$ cat config.mk
export PLATFORM = sky130hd
export DESIGN_NAME = csat_tree
export DESIGN_NICKNAME = d
export VERILOG_FILES = /design/src/rtl/csat_pkg.sv /design/src/rtl/csat_compress.sv /design/src/rtl/csat_level.sv /design/src/rtl/csat_cpa.sv /design/src/rtl/csat_vpipe.sv /design/src/rtl/csat_tree.sv
export SDC_FILE = /design/constraint.sdc
export NUM_CORES = 1
export LEC_CHECK = 0
export ABC_CLOCK_PERIOD_IN_PS = 4640
export BUFFER_PORTS_ARGS = -buffer_cell sky130_fd_sc_hd__buf_2
export CAP_MARGIN = 20
export CORE_MARGIN = 10
export CORE_UTILIZATION = 50
export CTS_BUF_LIST = sky130_fd_sc_hd__clkbuf_8 sky130_fd_sc_hd__clkbuf_16
export DETAILED_ROUTE_END_ITERATION = 16
export PLACE_DENSITY_LB_ADDON = 0.1
export REMOVE_ABC_BUFFERS = 1
export SYNTH_ARGS = -nofsm -noshare
export SYNTH_HDL_FRONTEND = slang
export SYNTH_SLANG_ARGS = --single-unit
$ cat constraint.sdc
create_clock -name clk -period 4.64 [get_ports clk]
set_input_delay 0.696 -clock clk [delete_from_list [all_inputs] [get_ports clk]]
set_output_delay 0.696 -clock clk [all_outputs]
set_load 0.005 [all_outputs]
$ cat src/rtl/csat_pkg.sv
package csat_pkg;

  // Operand count after one 3:2 level: each full triple becomes two words,
  // leftovers pass through.
  function automatic int csat_next(input int n);
    return 2 * (n / 3) + (n % 3);
  endfunction

  // Number of compression levels until at most two words remain.
  function automatic int csat_levels(input int n);
    int c;
    int k;
    c = n;
    k = 0;
    for (int i = 0; i < 64; i++) begin
      if (c > 2) begin
        c = csat_next(c);
        k = k + 1;
      end
    end
    return k;
  endfunction

  // Operand count entering a given level.
  function automatic int csat_count(input int n, input int lvl);
    int c;
    c = n;
    for (int i = 0; i < 64; i++) begin
      if (i < lvl) c = csat_next(c);
    end
    return c;
  endfunction

endpackage

$ cat src/rtl/csat_compress.sv
module csat_compress #(
  parameter int SW = 19
) (
  input  logic [SW-1:0] op_a,
  input  logic [SW-1:0] op_b,
  input  logic [SW-1:0] op_c,
  output logic [SW-1:0] sum_w,
  output logic [SW-1:0] cry_w
);
  logic [SW-1:0] maj;

  always_comb begin
    sum_w = op_a ^ op_b ^ op_c;
    maj   = (op_a & op_b) | (op_a & op_c) | (op_b & op_c);
    cry_w = {maj[SW-2:0], 1'b0};
  end
endmodule

$ cat src/rtl/csat_level.sv
module csat_level #(
  parameter int SW     = 19,
  parameter int IN_CNT = 8
) (
  input  logic                        clk,
  input  logic                        rst_n,
  input  logic                        en,
  input  logic [IN_CNT*SW-1:0]        in_ops,
  output logic [(2*(IN_CNT/3)+(IN_CNT%3))*SW-1:0] out_ops
);
  localparam int GROUPS  = IN_CNT / 3;
  localparam int REST    = IN_CNT % 3;
  localparam int OUT_CNT = 2 * GROUPS + REST;

  logic [OUT_CNT*SW-1:0] nxt_ops;

  for (genvar g = 0; g < GROUPS; g++) begin : g_cmp
    csat_compress #(.SW(SW)) u_cmp (
      .op_a  (in_ops[(3*g)*SW   +: SW]),
      .op_b  (in_ops[(3*g+1)*SW +: SW]),
      .op_c  (in_ops[(3*g+2)*SW +: SW]),
      .sum_w (nxt_ops[(2*g)*SW   +: SW]),
      .cry_w (nxt_ops[(2*g+1)*SW +: SW])
    );
  end

  for (genvar r = 0; r < REST; r++) begin : g_pass
    assign nxt_ops[(2*GROUPS+r)*SW +: SW] = in_ops[(3*GROUPS+r)*SW +: SW];
  end

  always_ff @(posedge clk or negedge rst_n) begin
    if (!rst_n)  out_ops <= '0;
    else if (en) out_ops <= nxt_ops;
  end

  // Totals of the words on both sides, for the conservation check.
  logic [SW-1:0] in_total;
  logic [SW-1:0] out_total;
  always_comb begin
    in_total = '0;
    for (int i = 0; i < IN_CNT; i++) in_total = in_total + in_ops[i*SW +: SW];
    out_total = '0;
    for (int i = 0; i < OUT_CNT; i++) out_total = out_total + out_ops[i*SW +: SW];
  end

  p_sum_kept_r2: assert property (@(posedge clk) disable iff (!rst_n)
    en |=> (out_total == $past(in_total)));

  if (REST > 0) begin : g_rest_chk
    p_rest_pass_r6: assert property (@(posedge clk) disable iff (!rst_n)
      en |=> (out_ops[(OUT_CNT-1)*SW +: SW] == $past(in_ops[(IN_CNT-1)*SW +: SW])));
  end
endmodule

$ cat src/rtl/csat_cpa.sv
module csat_cpa #(
  parameter int SW = 19
) (
  input  logic          clk,
  input  logic          rst_n,
  input  logic          en,
  input  logic [SW-1:0] word_a,
  input  logic [SW-1:0] word_b,
  output logic [SW-1:0] total
);
  logic [SW-1:0] nxt_total;

  always_comb nxt_total = word_a + word_b;

  always_ff @(posedge clk or negedge rst_n) begin
    if (!rst_n)  total <= '0;
    else if (en) total <= nxt_total;
  end

  p_hold_idle_r4: assert property (@(posedge clk) disable iff (!rst_n)
    !en |=> $stable(total));
endmodule

$ cat src/rtl/csat_vpipe.sv
module csat_vpipe #(
  parameter int LAT = 5
) (
  input  logic           clk,
  input  logic           rst_n,
  input  logic           vld_in,
  output logic [LAT-1:0] stage_vld
);
  logic [LAT-1:0] nxt_vld;

  always_comb begin
    nxt_vld[0] = vld_in;
    for (int i = 1; i < LAT; i++) nxt_vld[i] = stage_vld[i-1];
  end

  always_ff @(posedge clk or negedge rst_n) begin
    if (!rst_n) stage_vld <= '0;
    else        stage_vld <= nxt_vld;
  end
endmodule

$ cat src/rtl/csat_tree.sv
module csat_tree
  import csat_pkg::*;
#(
  parameter int N = 8,
  parameter int W = 16
) (
  input  logic                      clk,
  input  logic                      rst_n,
  input  logic                      in_vld,
  input  logic [N*W-1:0]            in_ops,
  output logic                      out_vld,
  output logic [W+$clog2(N)-1:0]    out_sum
);
  localparam int GROW = $clog2(N);
  localparam int SW   = W + GROW;
  localparam int NLVL = csat_levels(N);
  localparam int LAT  = NLVL + 1;

  logic [N*SW-1:0] ext_ops;
  logic [LAT-1:0]  stage_vld;
  logic [SW-1:0]   fin_a;
  logic [SW-1:0]   fin_b;
  logic            fin_en;

  // Sign extension of every lane to the internal width.
  for (genvar i = 0; i < N; i++) begin : g_ext
    assign ext_ops[i*SW +: SW] = {{GROW{in_ops[i*W+W-1]}}, in_ops[i*W +: W]};
  end

  csat_vpipe #(.LAT(LAT)) u_vpipe (
    .clk       (clk),
    .rst_n     (rst_n),
    .vld_in    (in_vld),
    .stage_vld (stage_vld)
  );

  for (genvar l = 0; l < NLVL; l++) begin : g_lvl
    localparam int IC = csat_count(N, l);
    localparam int OC = csat_count(N, l + 1);
    logic [IC*SW-1:0] lv_in;
    logic [OC*SW-1:0] lv_out;
    logic             lv_en;
    if (l == 0) begin : g_first
      assign lv_in = ext_ops;
      assign lv_en = in_vld;
    end else begin : g_next
      assign lv_in = g_lvl[l-1].lv_out;
      assign lv_en = stage_vld[l-1];
    end
    csat_level #(.SW(SW), .IN_CNT(IC)) u_level (
      .clk     (clk),
      .rst_n   (rst_n),
      .en      (lv_en),
      .in_ops  (lv_in),
      .out_ops (lv_out)
    );
  end

  if (NLVL == 0) begin : g_fin_direct
    assign fin_a  = ext_ops[0  +: SW];
    assign fin_b  = ext_ops[SW +: SW];
    assign fin_en = in_vld;
  end else begin : g_fin_tree
    assign fin_a  = g_lvl[NLVL-1].lv_out[0  +: SW];
    assign fin_b  = g_lvl[NLVL-1].lv_out[SW +: SW];
    assign fin_en = stage_vld[LAT-2];
  end

  csat_cpa #(.SW(SW)) u_cpa (
    .clk    (clk),
    .rst_n  (rst_n),
    .en     (fin_en),
    .word_a (fin_a),
    .word_b (fin_b),
    .total  (out_sum)
  );

  assign out_vld = stage_vld[LAT-1];

  // Count of valid sets between input and output, for alignment checks.
  localparam int FW = $clog2(LAT + 1) + 1;
  logic [FW-1:0] flight;
  logic [FW-1:0] nxt_flight;

  always_comb nxt_flight = flight + FW'(in_vld) - FW'(out_vld);

  always_ff @(posedge clk or negedge rst_n) begin
    if (!rst_n) flight <= '0;
    else        flight <= nxt_flight;
  end

  p_flight_bound_r5: assert property (@(posedge clk) disable iff (!rst_n)
    flight <= FW'(LAT));

  p_out_has_src_r5: assert property (@(posedge clk) disable iff (!rst_n)
    out_vld |-> (flight != '0));
endmodule

==> impl_metrics.tcl, run 1 <==
set metrics [dict create \
    cts.repair.resized 0 \
    area_growth_syn_to_layout_pct 16.1 \
    nets 1222 \
    min_period_over_period 0.473 \
    finClkSkew_ps 10.9 \
    wl_met1_um 10200 \
    dp_slack_ps 2170 \
    worst_slew_pin_slew_ps 992 \
    die_w_um 182 \
    rows 59 \
    finalCriticalPeriod_ps 2190 \
    peakVddDrop_v 0.000385 \
    outcome "completed" \
    vias 6941 \
    cts_buffers 30 \
    drive_above_1_share 0.483 \
    viasPerCell 5.22 \
    p_leak_nw 6.63 \
    grt_use_total 0.135 \
    synth-async-reset-ratio 1.00 \
    yosys_register_bits 277 \
    h-tree-depth 1 \
    clockBufferDepth 3 \
    cts_tree "built" \
    fin_ws_ps 2450 \
    final_common_cell "dfrtp_1" \
    fmax_mhz 456 \
    antenna_found_initial 0 \
    detail_route.iter0.violations 241 \
    wl_met2_um 10500 \
    die_y_um 182 \
    drc 0 \
    dp_hpwl_um 15800 \
    met3_length_um 1130 \
    grt_start_max_net_pins 112 \
    postSynthAreaPerCell_um2 15.9 \
    synth_area_um2 13100 \
    design.core.area_um2 25900 \
    yosys_warnings 0 \
    synth_edf_count 0 \
    ant_nets 0 \
    finalHoldViolCount 0 \
    initial_utilization 0.504 \
    arrival_ps 2610 \
    seqCellArea_um2 6940 \
    crit_fanout 4 \
    rsz0062_at_grt "false" \
    diodes 0 \
    hp-class "primary input to asynchronous set/reset pin" \
    crit_required_ps 5050 \
    die_area_um2 33000 \
    drv_cap 0 \
    p_total_mw 9.05 \
    powerDensity_nw_per_um2 596 \
    root_buffer "clkbuf_16" \
    layout_common_cells "dfrtp_1, mux2_2, buf_2" \
    hold_buffers 0 \
    synthCells 822 \
    placement.io_buffers 150 \
    routabilityCongestion 0.787 \
    fillers 2115 \
    first_global_vias 7852 \
    insertion_delay_ps 530 \
    drv_slew 0 \
    multi_input_area_um2 5960 \
    ios 151 \
    wl_per_cell_um 16.7 \
    clk_pin_slew_ps 60 \
    setup_viol_count_final 0 \
    postCtsSetupBuffers 0 \
    setup_tns_ps 0 \
    top_layer "met4" \
    critPathCaptureType "flop" \
    cp-start-kind "flop" \
    grt_pass1_wl_um 38300 \
    clock-sinks 277 \
    yosysUniqueCellTypes 45 \
    drt_wl_total_um 22200 \
    synth-seq-area-share 0.530 \
    overflow 0 \
    ys_dominant_reg_cell "dfrtp_1" \
    max_slew_margin 0.339 \
    first_pass_iters 4 \
    path_class "flop to flop" \
]
-- cell type report --
class | instances | share of cell area
flip-flops and latches | 277 | 0.457
well taps | 335 | 0.0276
inverters | 3 | 0.000742
multi-input cells | 507 | 0.393
clock inverters | 10 | 0.00462
repair buffers | 154 | 0.0548
clock buffers | 43 | 0.0620
-- registers in the layout (all words and copies together) (netlist names) --
register,flops
g_lvl.u_level.out_ops,253
u_cpa.total,19
u_vpipe.stage_vld,5
-- stage by stage --
stage	std cells	cell area (um^2)	utilization	hold slack, ps
after global placement	1275	14100	0.546	470
after global routing	1329	15200	0.585	172
after detailed placement	1276	14200	0.546	473
final	1329	15200	0.585	120
after floorplan	787	12900	-	400
after CTS	1329	15200	0.585	150
-- critical path: stages, from the launching register on --
cell and delay, ps:
dfrtp_1 380, ha_1 240, fa_1 430, a21o_1 210
nand4_1 130, nand2_2 120, a31oi_1 220, xnor2_1 80
mux2_2 270
-- per-layer routing --
layer | vias up | track usage
li1 | 3202 | -
met1 | 3585 | 0.183
met2 | 129 | 0.219
met3 | 25 | 0.0308
met4 | 0 | 0.0286
met5 | - | 0
-- cell families after synthesis --
kind of cell    count (synthesis)  share of synthesized area
xor+xnor                       11                    0.00737
mux                           267                      0.230
flops                         277                      0.530
buf+inv                        38                     0.0134
compound gates                 49                     0.0252
simple gates                   62                     0.0236
fa+ha+maj                     118                      0.170
-- report_power, final --
group          total (mW)  switching [mW]  internal [mW]
registers            3.80           0.579           3.22
logic                2.89            1.30           1.59
clock network        2.36           0.916           1.45
total                9.05            2.80           6.25
-- Yosys cell counts, drive strengths merged (2+ instances only) --
| master | number | area (um^2) |
|---|---|---|
| a211oi | 4 | 35.0 |
| a21o | 4 | 30.0 |
| a21oi | 17 | 96.4 |
| a31o | 2 | 17.5 |
| a31oi | 2 | 12.5 |
| buf | 26 | 130 |
| clkbuf | 9 | 33.8 |
| dfrtp | 277 | 6930 |
| fa | 99 | 1980 |
| ha | 19 | 238 |
| inv | 3 | 11.3 |
| mux2 | 265 | 2990 |
| mux2i | 2 | 20.0 |
| nand2 | 19 | 73.8 |
| nand3 | 3 | 15.0 |
| nand4 | 7 | 43.8 |
| nor2 | 16 | 60.1 |
| nor3 | 5 | 25.0 |
| nor4 | 2 | 12.5 |
| o211ai | 2 | 15.0 |
| o21a | 2 | 15.0 |
| o21ai | 10 | 50.0 |
| o31ai | 2 | 25.0 |
| or3 | 2 | 12.5 |
| xnor2 | 6 | 52.6 |
| xor2 | 5 | 43.8 |
-- final timing paths --
check	startpoint	endpoint	slack [ps]	depth (start not counted)
max	g_lvl[3].u_level.out_ops[2]	u_cpa.total[10]	2450	8
min	rst_n	g_lvl[0].u_level.out_ops[81]	120	1
max reg2reg	g_lvl[3].u_level.out_ops[2]	u_cpa.total[10]	2450	8
min reg2reg	u_cpa.total[11]	u_cpa.total[11]	490	2
max in group asynchronous	rst_n	u_vpipe.stage_vld[0]	3470	2
min in group clk	in_ops[112]	g_lvl[0].u_level.out_ops[95]	390	2
No activity file was read; power rests on OpenSTA's default activity.
==> run 2, diff against run 1 <==
--- a/config.mk
+++ b/config.mk
@@ -5,7 +5,7 @@
 export SDC_FILE = /design/constraint.sdc
 export NUM_CORES = 1
 export LEC_CHECK = 0
-export ABC_CLOCK_PERIOD_IN_PS = 4640
+export ABC_CLOCK_PERIOD_IN_PS = 2100
 export BUFFER_PORTS_ARGS = -buffer_cell sky130_fd_sc_hd__buf_2
 export CAP_MARGIN = 20
 export CORE_MARGIN = 10
==> constraint.sdc (replaced) <==
create_clock -name clk -period 2.1 [get_ports clk]
set_input_delay 0.315 -clock clk [delete_from_list [all_inputs] [get_ports clk]]
set_output_delay 0.315 -clock clk [all_outputs]
set_load 0.005 [all_outputs]
==> run 2 against run 1 <==
Setup slack worse by 2400 ps. Global-route usage is 0.28 points higher. Fmax is 5.9% higher. First-iteration DRC count is 4.6% lower. Count of clock-buffer cells in the layout is 9 lower. Flip-flop and latch count stayed put. Critical path type unchanged.
==> impl_metrics.tcl, run 2 (synthesized netlist as in run 1, its figures left out) <==
set metrics [dict create \
    clk_pin_slew_ps 60 \
    setup_tns_ps 0 \
    rows 59 \
    largestRegisters "g_lvl.u_level.out_ops: 253 flops, u_cpa.total: 19 flops, u_vpipe.stage_vld: 5 flops" \
    placement.io_buffers 150 \
    largest_reg_flops 253 \
    design.core.area_um2 25900 \
    wl_met2_um 10700 \
    peakVddDrop_v 0.000665 \
    die_area_um2 33000 \
    drc 0 \
    fillers 2042 \
    powerDensity_nw_per_um2 1310 \
    max_slew_margin 0.530 \
    h-tree-depth 1 \
    area_growth_syn_to_layout_pct 19.8 \
    first_global_vias 7953 \
    grt_use_total 0.138 \
    outcome "completed" \
    design_area_um2 15700 \
    crit_fanout 4 \
    clockBufferDepth 3 \
    critPathCaptureType "flop" \
    wl_per_cell_um 16.3 \
    finalCriticalPeriod_ps 2070 \
    cp-start-kind "flop" \
    wl_met1_um 10300 \
    utilization 0.604 \
    ios 151 \
    placed_cells 1288 \
    p_leak_nw 6.85 \
    drv_slew 0 \
    min_period_over_period 0.987 \
    slowest_stage "dfrtp_1" \
    grt_start_max_net_pins 98 \
    comb_power_share 0.334 \
    first_pass_iters 4 \
    initial_utilization 0.504 \
    swShare 0.309 \
    cts_tree "built" \
    detail_route.iter0.violations 230 \
    fmax_mhz 482 \
    overflow 0 \
    worst_slew_pin_slew_ps 705 \
    dp_hpwl_um 15600 \
    top_layer "met4" \
    met3_length_um 1040 \
    finClkSkew_ps 9.22 \
    drive_above_1_share 0.478 \
    arrival_ps 2490 \
    rsz0062_at_grt "true" \
    critPathMaxStageDelay_ps 380 \
    seqPwrFrac 0.409 \
    crit_chain "ha_2, fa_2, a21o_1, nand4_1, nand2_2, a31oi_1, xnor2_1, mux2_4" \
    routabilityCongestion 0.788 \
    ant_nets 0 \
    final_common_cell "dfrtp_1" \
    finalHoldViolCount 0 \
    drv_cap 0 \
    dpl-instance-area_um2 14300 \
    p_switching_mw 6.31 \
    vias 7050 \
    hp-class "primary input to flop" \
    crit_required_ps 2520 \
    setup_viol_count_final 0 \
    pwr-share-clk 0.257 \
    viasPerCell 5.14 \
    drt_wl_total_um 22400 \
    grt_pass1_wl_um 39100 \
    fin_cells 1372 \
    antenna_found_initial 0 \
    die_y_um 182 \
    layout_common_cells "dfrtp_1, mux2_2, buf_2" \
    path_class "flop to flop" \
    clock-sinks 277 \
    cts_buffers 30 \
    nets 1266 \
    insertion_delay_ps 530 \
    root_buffer "clkbuf_16" \
    regMostFlops "g_lvl.u_level.out_ops" \
    diodes 0 \
    p_int_mw 14.1 \
    die_w_um 182 \
]
-- run 2: changes by cell type in the layout (fill, tap and decap cells not counted), sizes merged --
cell / change
clkinv: -1
inv: +5
bufinv: +3
clkbuf: -9
buf: +15
clkinvlp: +1
dlygate4sd3: +29
-- run 2: area by class of cell --
class | instances | area [um^2] | area share
clock buffer | 34 | 817 | 0.0522
clock inverter | 18 | 181 | 0.0116
sequential | 277 | 6940 | 0.443
multi-input combinational | 507 | 6000 | 0.384
timing repair buffer | 198 | 1280 | 0.0820
tap | 335 | 419 | 0.0268
inverter | 3 | 11.3 | 0.000719
-- run 2: routing by layer --
| layer | global-route usage | vias to the layer above |
|---|---|---|
| met5 | 0 | - |
| met4 | 0.0290 | 0 |
| met2 | 0.226 | 118 |
| met1 | 0.187 | 3618 |
| li1 | - | 3287 |
| met3 | 0.0296 | 27 |
-- run 2: critical path, delay by kind of cell, from the launching register on --
kind            cells  cell delay [ps]
flops               1              380
compound gates      2              410
xor+xnor            1              100
mux                 1              260
simple gates        2              250
fa+ha+maj           2              560
-- run 2: final timing paths --
path                       cells past startpoint  slack [ps]                             to                         from
setup / recovery                               8          30                u_cpa.total[10]  g_lvl[3].u_level.out_ops[2]
hold / removal                                 2          20  g_lvl[0].u_level.out_ops[109]                  in_ops[126]
setup reg to reg                               8          30                u_cpa.total[10]  g_lvl[3].u_level.out_ops[2]
hold reg to reg                                2         490                u_cpa.total[17]              u_cpa.total[17]
max in group asynchronous                      3        1020           u_vpipe.stage_vld[0]                        rst_n
min in group asynchronous                      2         290    g_lvl[0].u_level.out_ops[4]                        rst_n
-- run 2: repair_timing --
action	CTS	global route
endpoints found under the setup margin	2	8
resized for setup	2	7
buffers inserted	1	2
pin swaps	2	6
hold buffers	29	0
hold endpoints to repair	74	0
-- run 2: per-stage QoR --
stage | setup WS (ps) | power [mW] | hold WS (ps)
after floorplan | -124 | 12.9 | 19.4
after global placement | -7.84 | 15.0 | 257
after detailed placement | -48.4 | 15.1 | 252
after CTS | 28.4 | 20.6 | 0.00727
after global routing | -48.1 | 22.1 | 3.19
final | 27.4 | 20.4 | 21.3
-- run 2: power by group through the flow --
stage                     combinational (mW)  clock [mW]  sequential, mW
after CTS                               6.80        5.41            8.41
final                                   6.84        5.26            8.35
after global placement                  6.58           0            8.42
after detailed placement                6.66           0            8.49
after floorplan                         4.69           0            8.21
after global routing                    7.80        5.62            8.66
